<file path="src/rtl/attr_pkg.sv">
package attr_pkg;
  localparam int unsigned DW       = 8;
  localparam int unsigned IDX_W    = 6;
  localparam int unsigned SEL_W    = 5;
  localparam int unsigned NUM_REGS = 21;
  localparam int unsigned ADDR_W   = 2;

  localparam logic [ADDR_W-1:0] ADDR_IDX = 2'd0;
  localparam logic [ADDR_W-1:0] ADDR_DRD = 2'd1;

  // Bits that survive a load into register n.
  function automatic logic [DW-1:0] keep_mask(input int unsigned n);
    logic [DW-1:0] m;
    if (n < 16)                 m = 8'h3F;
    else if (n == 16)           m = 8'hEF;
    else if (n == 17)           m = 8'hFF;
    else if (n == 18)           m = 8'h3F;
    else if (n == 19 || n == 20) m = 8'h0F;
    else                        m = 8'h00;
    return m;
  endfunction
endpackage

</file>
<file path="src/rtl/attr_rst_sync.sv">
module attr_rst_sync #(
  parameter int unsigned STAGES = 2
) (
  input  logic clk_i,
  input  logic rst_ni,
  output logic rst_no
);
  logic [STAGES-1:0] sync_q;
  logic [STAGES-1:0] sync_d;

  always_comb begin
    sync_d = {sync_q[STAGES-2:0], 1'b1};
  end

  always_ff @(posedge clk_i or negedge rst_ni) begin
    if (!rst_ni) sync_q <= '0;
    else         sync_q <= sync_d;
  end

  assign rst_no = sync_q[STAGES-1];
endmodule

</file>
<file path="src/rtl/attr_phase.sv">
module attr_phase
  import attr_pkg::*;
(
  input  logic             clk_i,
  input  logic             rst_ni,
  input  logic             port_wr_i,
  input  logic             stat_clr_i,
  input  logic [DW-1:0]    wdata_i,
  output logic             toggle_o,
  output logic [IDX_W-1:0] index_o,
  output logic             load_o
);
  logic             toggle_q, toggle_d, toggle_en;
  logic [IDX_W-1:0] index_q, index_d;
  logic             index_en;

  always_comb begin
    toggle_en = port_wr_i | stat_clr_i;
    if (stat_clr_i) toggle_d = 1'b0;
    else            toggle_d = ~toggle_q;
    index_en = port_wr_i & ~toggle_q;
    index_d  = wdata_i[IDX_W-1:0];
  end

  always_ff @(posedge clk_i or negedge rst_ni) begin
    if (!rst_ni)        toggle_q <= 1'b0;
    else if (toggle_en) toggle_q <= toggle_d;
  end

  always_ff @(posedge clk_i or negedge rst_ni) begin
    if (!rst_ni)       index_q <= '0;
    else if (index_en) index_q <= index_d;
  end

  assign toggle_o = toggle_q;
  assign index_o  = index_q;
  assign load_o   = port_wr_i & toggle_q;
endmodule

</file>
<file path="src/rtl/attr_bank.sv">
module attr_bank
  import attr_pkg::*;
#(
  parameter int unsigned N = NUM_REGS
) (
  input  logic                  clk_i,
  input  logic                  rst_ni,
  input  logic                  load_i,
  input  logic [SEL_W-1:0]      sel_i,
  input  logic [DW-1:0]         wdata_i,
  output logic [N-1:0][DW-1:0]  regs_o
);
  for (genvar g = 0; g < N; g++) begin : g_reg
    localparam logic [DW-1:0] MASK = keep_mask(g);
    logic          en;
    logic [DW-1:0] d, q;

    always_comb begin
      en = load_i && (sel_i == SEL_W'(g));
      d  = wdata_i & MASK;
    end

    always_ff @(posedge clk_i or negedge rst_ni) begin
      if (!rst_ni) q <= '0;
      else if (en) q <= d;
    end

    assign regs_o[g] = q;
  end
endmodule

</file>
<file path="src/rtl/attr_rdmux.sv">
module attr_rdmux
  import attr_pkg::*;
#(
  parameter int unsigned N = NUM_REGS
) (
  input  logic                 rd_i,
  input  logic [ADDR_W-1:0]    addr_i,
  input  logic                 toggle_i,
  input  logic [IDX_W-1:0]     index_i,
  input  logic [N-1:0][DW-1:0] regs_i,
  output logic [DW-1:0]        rdata_o
);
  logic [DW-1:0] reg_sel;
  logic [SEL_W-1:0] sel;

  always_comb begin
    sel     = index_i[SEL_W-1:0];
    reg_sel = '0;
    for (int i = 0; i < int'(N); i++) begin
      if (sel == SEL_W'(i)) reg_sel = regs_i[i];
    end
  end

  always_comb begin
    rdata_o = '0;
    if (rd_i) begin
      unique case (addr_i)
        ADDR_IDX: rdata_o = toggle_i ? '0 : DW'(index_i);
        ADDR_DRD: rdata_o = reg_sel;
        default:  rdata_o = '0;
      endcase
    end
  end
endmodule

</file>
<file path="src/rtl/attr_ctl_port.sv">
module attr_ctl_port
  import attr_pkg::*;
(
  input  logic              clk_i,
  input  logic              rst_ni,
  input  logic [ADDR_W-1:0] addr_i,
  input  logic              rd_i,
  input  logic              wr_i,
  input  logic [DW-1:0]     wdata_i,
  input  logic              stat_rd_i,
  output logic [DW-1:0]     rdata_o
);
  logic                        rst_sync_n;
  logic                        port_wr;
  logic                        toggle_q;
  logic [IDX_W-1:0]            index_q;
  logic                        load;
  logic [NUM_REGS-1:0][DW-1:0] regs;

  assign port_wr = wr_i && (addr_i == ADDR_IDX);

  attr_rst_sync #(.STAGES(2)) u_rst (
    .clk_i  (clk_i),
    .rst_ni (rst_ni),
    .rst_no (rst_sync_n)
  );

  attr_phase u_phase (
    .clk_i      (clk_i),
    .rst_ni     (rst_sync_n),
    .port_wr_i  (port_wr),
    .stat_clr_i (stat_rd_i),
    .wdata_i    (wdata_i),
    .toggle_o   (toggle_q),
    .index_o    (index_q),
    .load_o     (load)
  );

  attr_bank #(.N(NUM_REGS)) u_bank (
    .clk_i   (clk_i),
    .rst_ni  (rst_sync_n),
    .load_i  (load),
    .sel_i   (index_q[SEL_W-1:0]),
    .wdata_i (wdata_i),
    .regs_o  (regs)
  );

  attr_rdmux #(.N(NUM_REGS)) u_rdmux (
    .rd_i     (rd_i),
    .addr_i   (addr_i),
    .toggle_i (toggle_q),
    .index_i  (index_q),
    .regs_i   (regs),
    .rdata_o  (rdata_o)
  );
endmodule

</file>
<file path="config.mk">
export PLATFORM = sky130hd
export DESIGN_NAME = attr_ctl_port
export DESIGN_NICKNAME = d
export VERILOG_FILES = /design/src/rtl/attr_pkg.sv /design/src/rtl/attr_rst_sync.sv /design/src/rtl/attr_phase.sv /design/src/rtl/attr_bank.sv /design/src/rtl/attr_rdmux.sv /design/src/rtl/attr_ctl_port.sv
export SDC_FILE = /design/constraint.sdc
export NUM_CORES = 1
export LEC_CHECK = 0
export BUFFER_PORTS_ARGS = -buffer_cell sky130_fd_sc_hd__buf_4
export CORE_ASPECT_RATIO = 0.5
export CORE_MARGIN = 4
export CORE_UTILIZATION = 50
export CTS_CLUSTER_SIZE = 16
export DETAILED_ROUTE_END_ITERATION = 10
export GPL_TIMING_DRIVEN = 0
export PLACE_DENSITY = 0.65
export SYNTH_ARGS = -nofsm -noshare
export SYNTH_HDL_FRONTEND = slang
export SYNTH_SLANG_ARGS = --single-unit
</file>
<file path="constraint.sdc">
create_clock -name clk_i -period 5 [get_ports clk_i]
set_input_delay 1 -clock clk_i [delete_from_list [all_inputs] [get_ports clk_i]]
set_output_delay 1 -clock clk_i [all_outputs]
set_load 0.03 [all_outputs]
</file>
==> results of run 1 <==
-- kinds of logic (layout without fill, tap and decap cells) --
| logic type | count (synthesis) | count (layout) |
|---|---|---|
| xor+xnor | 1 | 1 |
| flops | 134 | 134 |
| other cells | 1 | 1 |
| simple gates | 159 | 159 |
| buf+inv | 49 | 103 |
| mux | 136 | 136 |
| compound gates | 126 | 126 |
-- final timing paths --
check                      cells past startpoint          startpoint  slack (ns)                     to
max                                            8  u_phase.index_o[4]        0.47             rdata_o[1]
min                                            0     u_rst.sync_q[1]        0.28  u_bank.g_reg[14].q[5]
max reg2reg                                    5  u_phase.index_o[4]        2.24  u_bank.g_reg[13].q[1]
min reg2reg                                    0     u_rst.sync_q[1]        0.28  u_bank.g_reg[14].q[5]
max in group asynchronous                      2     u_rst.sync_q[1]        3.79   u_bank.g_reg[6].q[3]
min in group clk_i                             0     u_rst.sync_q[0]        0.36        u_rst.sync_q[1]
-- cells in the mapped netlist, types with 3 or more instances --
master and count:
o21ai_0 28, inv_1 6, a21o_1 5, nor2_1 22, nand3_1 21, mux2_2 129, and3_1 10, a211oi_1 6
buf_4 4, nor2_2 3, o2111ai_1 4, buf_6 4, o32ai_1 3, nor3_1 10, buf_2 16, o32a_1 3
nand2_1 34, a221oi_1 4, a32o_1 3, a32oi_1 4, nand4_1 4, a211o_1 3, nor2b_1 14, a22oi_1 4
o211ai_1 13, a21oi_1 17, nand2b_1 8, mux2i_1 7, or4b_1 3, and2_1 10, dfrtp_1 134, clkbuf_1 16
a31oi_1 6, o22ai_1 4
-- routing by layer --
metal | wire [microns] | vias to the layer above
met5 | 0 | -
met4 | 439 | 0
met3 | 2729 | 37
met2 | 9394 | 326
met1 | 10890 | 2832
li1 | - | 2346
-- worst reg2reg max path: cells and delay by family (launching register included) --
kind / cells / cell delay, ns
AND/OR/NAND/NOR: 3 / 1.24
buffers and inverters: 1 / 0.56
flip-flops: 1 / 0.43
multiplexers: 1 / 0.41
-- report_power, final --
group	leakage, nW	internal, W	switching [W]
clock	0.281	0.000786	0.000525
sequential	1.83	0.00113	0.0000371
combinational	1.62	0.000213	0.000474
-- final cells by class --
| type | count | area [sq um] | area share [%] |
|---|---|---|---|
| buffer | 43 | 227.7 | 2.838 |
| clock buffer | 17 | 425.4 | 5.301 |
| clock inverter | 15 | 181.4 | 2.261 |
| inverter | 6 | 22.52 | 0.2806 |
| multi-input combinational | 423 | 3366 | 41.94 |
| sequential | 134 | 3357 | 41.83 |
| tap | 192 | 240.2 | 2.993 |
| timing repair buffer | 22 | 205.2 | 2.557 |
-- metrics by stage --
step | area (sq um) | setup WS, ns
after floorplan | 6969 | 0.9902
after global placement | 7360 | -0.6084
after detailed placement | 7418 | 1.172
after CTS | 8025 | 0.6911
after global routing | 8025 | 0.4178
final | 8025 | 0.4725
-- state kept, by name, indices dropped and copies added, names as in the netlist --
signal,flops
u_phase.index_o,6
u_phase.toggle_o,1
u_bank.g.q,125
u_rst.sync_q,2
==> impl_metrics.toml, run 1 <==
[global_route]
gr-usage-met1_pct = 46.95
grt_pass1_vias = 5457
antenna_found_initial = 0
grt_usage_pct = 30.50
grtUsageMet3_pct = 9.651
met2_usage_pct = 40.70
grt-busiest-layer = "met1"
overflow = 0
grt_max_degree = 54
grt_pass1_wl_microns = 35590

[clocking]
cts_inserted_buffers = 17
ctsHoldBuffers = 0
insertion_delay_ns = 0.43
htreeDepth = 4
postCtsSetupBuffers = 0
cts-resized-gates = 0
cts.sinks = 134
clock_path_buffers = 2
clk_pin_slew_ns = 0.06
cts-root-buf = "clkbuf_16"
cts_tree = "done"

[yosys]
syn_inst = 606
ys_ff_latch = 134
synth_nets = 621
ys_types = 67
synth-compound-area-share_pct = 12.98
synth_adder_area_share_pct = 0
yosysWarnings = 0
synth_simple_gate_area_share_pct = 13.29
synth_top_family_by_area = "multiplexers"
syn-cell-area_sq_um = 6969
synth_mux_area_share_pct = 21.85
yosys-top-cells-area = "dfrtp_1 48%, mux2_2 21%, o21ai_0 2.0%, nand2_1 1.8%, nand3_1 1.5%"
synthFlopType = "dfrtp_1"
yosysTopAreaCellShare_pct = 48.11
yosys.area.top_type = "dfrtp_1"
synth_async_sr_flop_share_pct = 100.0
synthXorXnorAreaFrac_pct = 0.1257
synth-edff-count = 0
ys_seq_area_share_pct = 48.11
synth.avg_cell_area_sq_um = 11.50

[placement]
port_buffers = 20
dpl.hpwl_microns = 16810
routabilityCongestion = 0.9791
dp_cells = 820

[finish]
nets = 662
stdcell_count = 852
final_cell_mix = "133 x dfrtp_1, 129 x mux2_2, 34 x nand2_1"
final_common_cell = "dfrtp_1"
syn2layout_area_growth_pct = 15.15
drive_gt1_share_pct = 35.00
diodes = 0
num-fill-cells = 1167
utilization_pct = 59.06

[sta]
period_minus_slack_ns = 4.528
hold_viol_final = 0
hold_ws_ns = 0.2846
fmax_mhz = 220.9
skew_ns = 0.01096
finalSetupViolCount = 0
relSlewSlack_pct = 43.37
tns_ns = 0
maxSlewViolCount = 0
rsz0062_at_grt = "no"
tightest_slew_ns = 0.8463
min_period_over_period_pct = 90.55

[power]
ir_worst_vdd_uv = 228.3
fin_total_pwr_w = 0.003162
leakage_nw = 3.739
p_per_area_nw_per_um2 = 394.0

[worst_setup_path]
critPathKind = "reg2out"
cp_cell_sequence = "buf_2, nor3_2, nand2_1, o221ai_1, a221oi_1, o21ai_0, a21oi_1, buf_4"
worstPathArrival_ns = 3.53
critPathBufInv = 2
critPathMaxStageDelay_ns = 0.72
cpMaxStageDelayCell = "nor3_2"
cpLargestDelayFamily = "compound AO/OA/AOI/OAI gates"
cp.required_ns = 4.00
crit_fanout = 10
start_kind = "flop"
cp-end-kind = "output pin"

[floorplan]
die_w_microns = 175.0
row_count = 30
design.core.area_sq_um = 13590
ioPinCount = 23
die_area_sq_um = 16010
initial_core_util_pct = 51.29
die_h_microns = 91.48

[run]
max-cap-violations = 0

[drt]
first_pass_iters = 5
drc_errors = 0
vias_per_cell = 6.504
vias = 5541
ant_nets = 0
routed_wl_microns = 23450
avgRoutedWirePerCell_microns = 27.52
drt_iter0_drc = 667

[run_status]
status = "finished clean"

[min_path]
worstHoldPathType = "reg2async"
(Power assumes the default switching activity.)
==> run 2, diff against run 1 <==
- CORE_UTILIZATION: 50 -> 40
- CTS_BUF_LIST: unset -> sky130_fd_sc_hd__clkbuf_16
- PLACE_DENSITY: 0.65 -> 0.54
==> impl_metrics.toml, run 2 (synthesis gave the netlist of run 1 again) <==
[floorplan]
ioPinCount = 23
row_count = 33
die_area_sq_um = 19730
initial_core_util_pct = 41.68
design.core.area_sq_um = 16720
die_w_microns = 194.7
die_h_microns = 101.3

[worst_setup_path]
worstPathArrival_ns = 3.31
crit_fanout = 10
cp.required_ns = 4.00
critPathKind = "reg2out"
start_kind = "flop"
cp-end-kind = "output pin"

[sta]
period_minus_slack_ns = 4.310
maxSlewViolCount = 0
fmax_mhz = 232.0
tightest_slew_ns = 0.8885
hold_viol_final = 0
min_period_over_period_pct = 86.21
finalSetupViolCount = 0
relSlewSlack_pct = 40.77
skew_ns = 0.006140
rsz0062_at_grt = "no"

[power]
ir_worst_vdd_uv = 227.4
p_per_area_nw_per_um2 = 399.4
leakage_nw = 3.775
fin_total_pwr_w = 0.003243

[finish]
top_register = "u_bank.g.q"
nets = 662
drive_gt1_share_pct = 35.00
final_cell_mix = "133 x dfrtp_1, 129 x mux2_2, 34 x nand2_1"
utilization_pct = 48.55
final_common_cell = "dfrtp_1"
syn2layout_area_growth_pct = 16.50
largest_reg_flops = 125
num-fill-cells = 1528

[run]
max-cap-violations = 0

[clocking]
cts_tree = "done"
cts.sinks = 134
cts_inserted_buffers = 17
insertion_delay_ns = 0.42
clk_pin_slew_ns = 0.06
cts-root-buf = "clkbuf_16"
postCtsSetupBuffers = 0
htreeDepth = 4
cts-resized-gates = 0
clock_path_buffers = 2
ctsHoldBuffers = 0

[drt]
wl_met1_microns = 12130
wl_met2_microns = 9227
top_layer = "met4"
routed_wl_microns = 23540
drt_iter0_drc = 539
vias = 5442
drc_errors = 0
first_pass_iters = 5
vias_per_cell = 6.128
avgRoutedWirePerCell_microns = 26.51
met3WireLength_microns = 1770
ant_nets = 0

[min_path]
worstHoldPathType = "reg2async"

[run_status]
status = "finished clean"

[global_route]
grt_usage_pct = 24.43
grt_pass1_wl_microns = 35400
antenna_found_initial = 0
overflow = 0
grt_pass1_vias = 5220
grt_max_degree = 60

[placement]
dpl.hpwl_microns = 17020
routabilityCongestion = 0.9679
port_buffers = 20
-- run 2: area by class of cell --
cell class	instances	area [sq um]	area share (%)
Timing Repair Buffer	22	205.2	2.527
Clock inverter	15	229.0	2.820
Multi-Input combinational cell	423	3366	41.45
Antenna cell	1	2.502	0.03082
Sequential cell	134	3357	41.35
Inverter	6	22.52	0.2774
Buffer	43	227.7	2.805
Tap cell	227	284.0	3.498
Clock buffer	17	425.4	5.240
-- run 2: per-layer routing --
layer | vias to the layer above | GRT usage [%]
met5 | - | 0
met4 | 0 | 7.019
met3 | 36 | 4.453
met2 | 243 | 32.90
met1 | 2826 | 39.40
li1 | 2337 | -
-- run 2: worst paths after layout --
path                            slack [ns]          startpoint               endpoint  depth (start not counted)
worst max-delay path                  0.69  u_phase.index_o[0]             rdata_o[3]                          8
worst min-delay path                  0.27     u_rst.sync_q[1]  u_bank.g_reg[16].q[6]                          0
worst max register to register        2.39  u_phase.index_o[4]  u_bank.g_reg[10].q[0]                          5
worst min register to register        0.27     u_rst.sync_q[1]  u_bank.g_reg[16].q[6]                          0
max in group asynchronous             3.81     u_rst.sync_q[1]   u_bank.g_reg[5].q[1]                          2
min in group clk_i                    0.36     u_rst.sync_q[0]        u_rst.sync_q[1]                          0
-- run 2: power by group --
| part | switching, W | internal [W] |
|---|---|---|
| clock | 0.000507 | 0.000889 |
| sequential | 0.0000377 | 0.00113 |
| combinational | 0.000469 | 0.000213 |
| total | 0.00101 | 0.00223 |
-- run 2: metrics by stage --
step	setup TNS [ns]	instance area, sq um	hold WS [ns]	cells	setup WS (ns)
floorplan	0	6969	0.3312	606	0.9902
global placement	-93.96	7403	0.3402	853	-0.7283
detailed placement	0	7462	0.2863	855	1.275
CTS	0	8117	0.2923	887	0.8068
global route	0	8117	0.3143	887	0.6920
finish	0	8119	0.2692	888	0.6896
-- run 2: worst max-delay path: stages (launching register included) --
cell and delay, ns:
dfrtp_1 0.38, buf_4 0.19, buf_2 0.33, buf_4 0.32, mux2i_1 0.30, o211ai_1 0.15
a2111oi_0 0.72, a31oi_1 0.25, buf_4 0.24
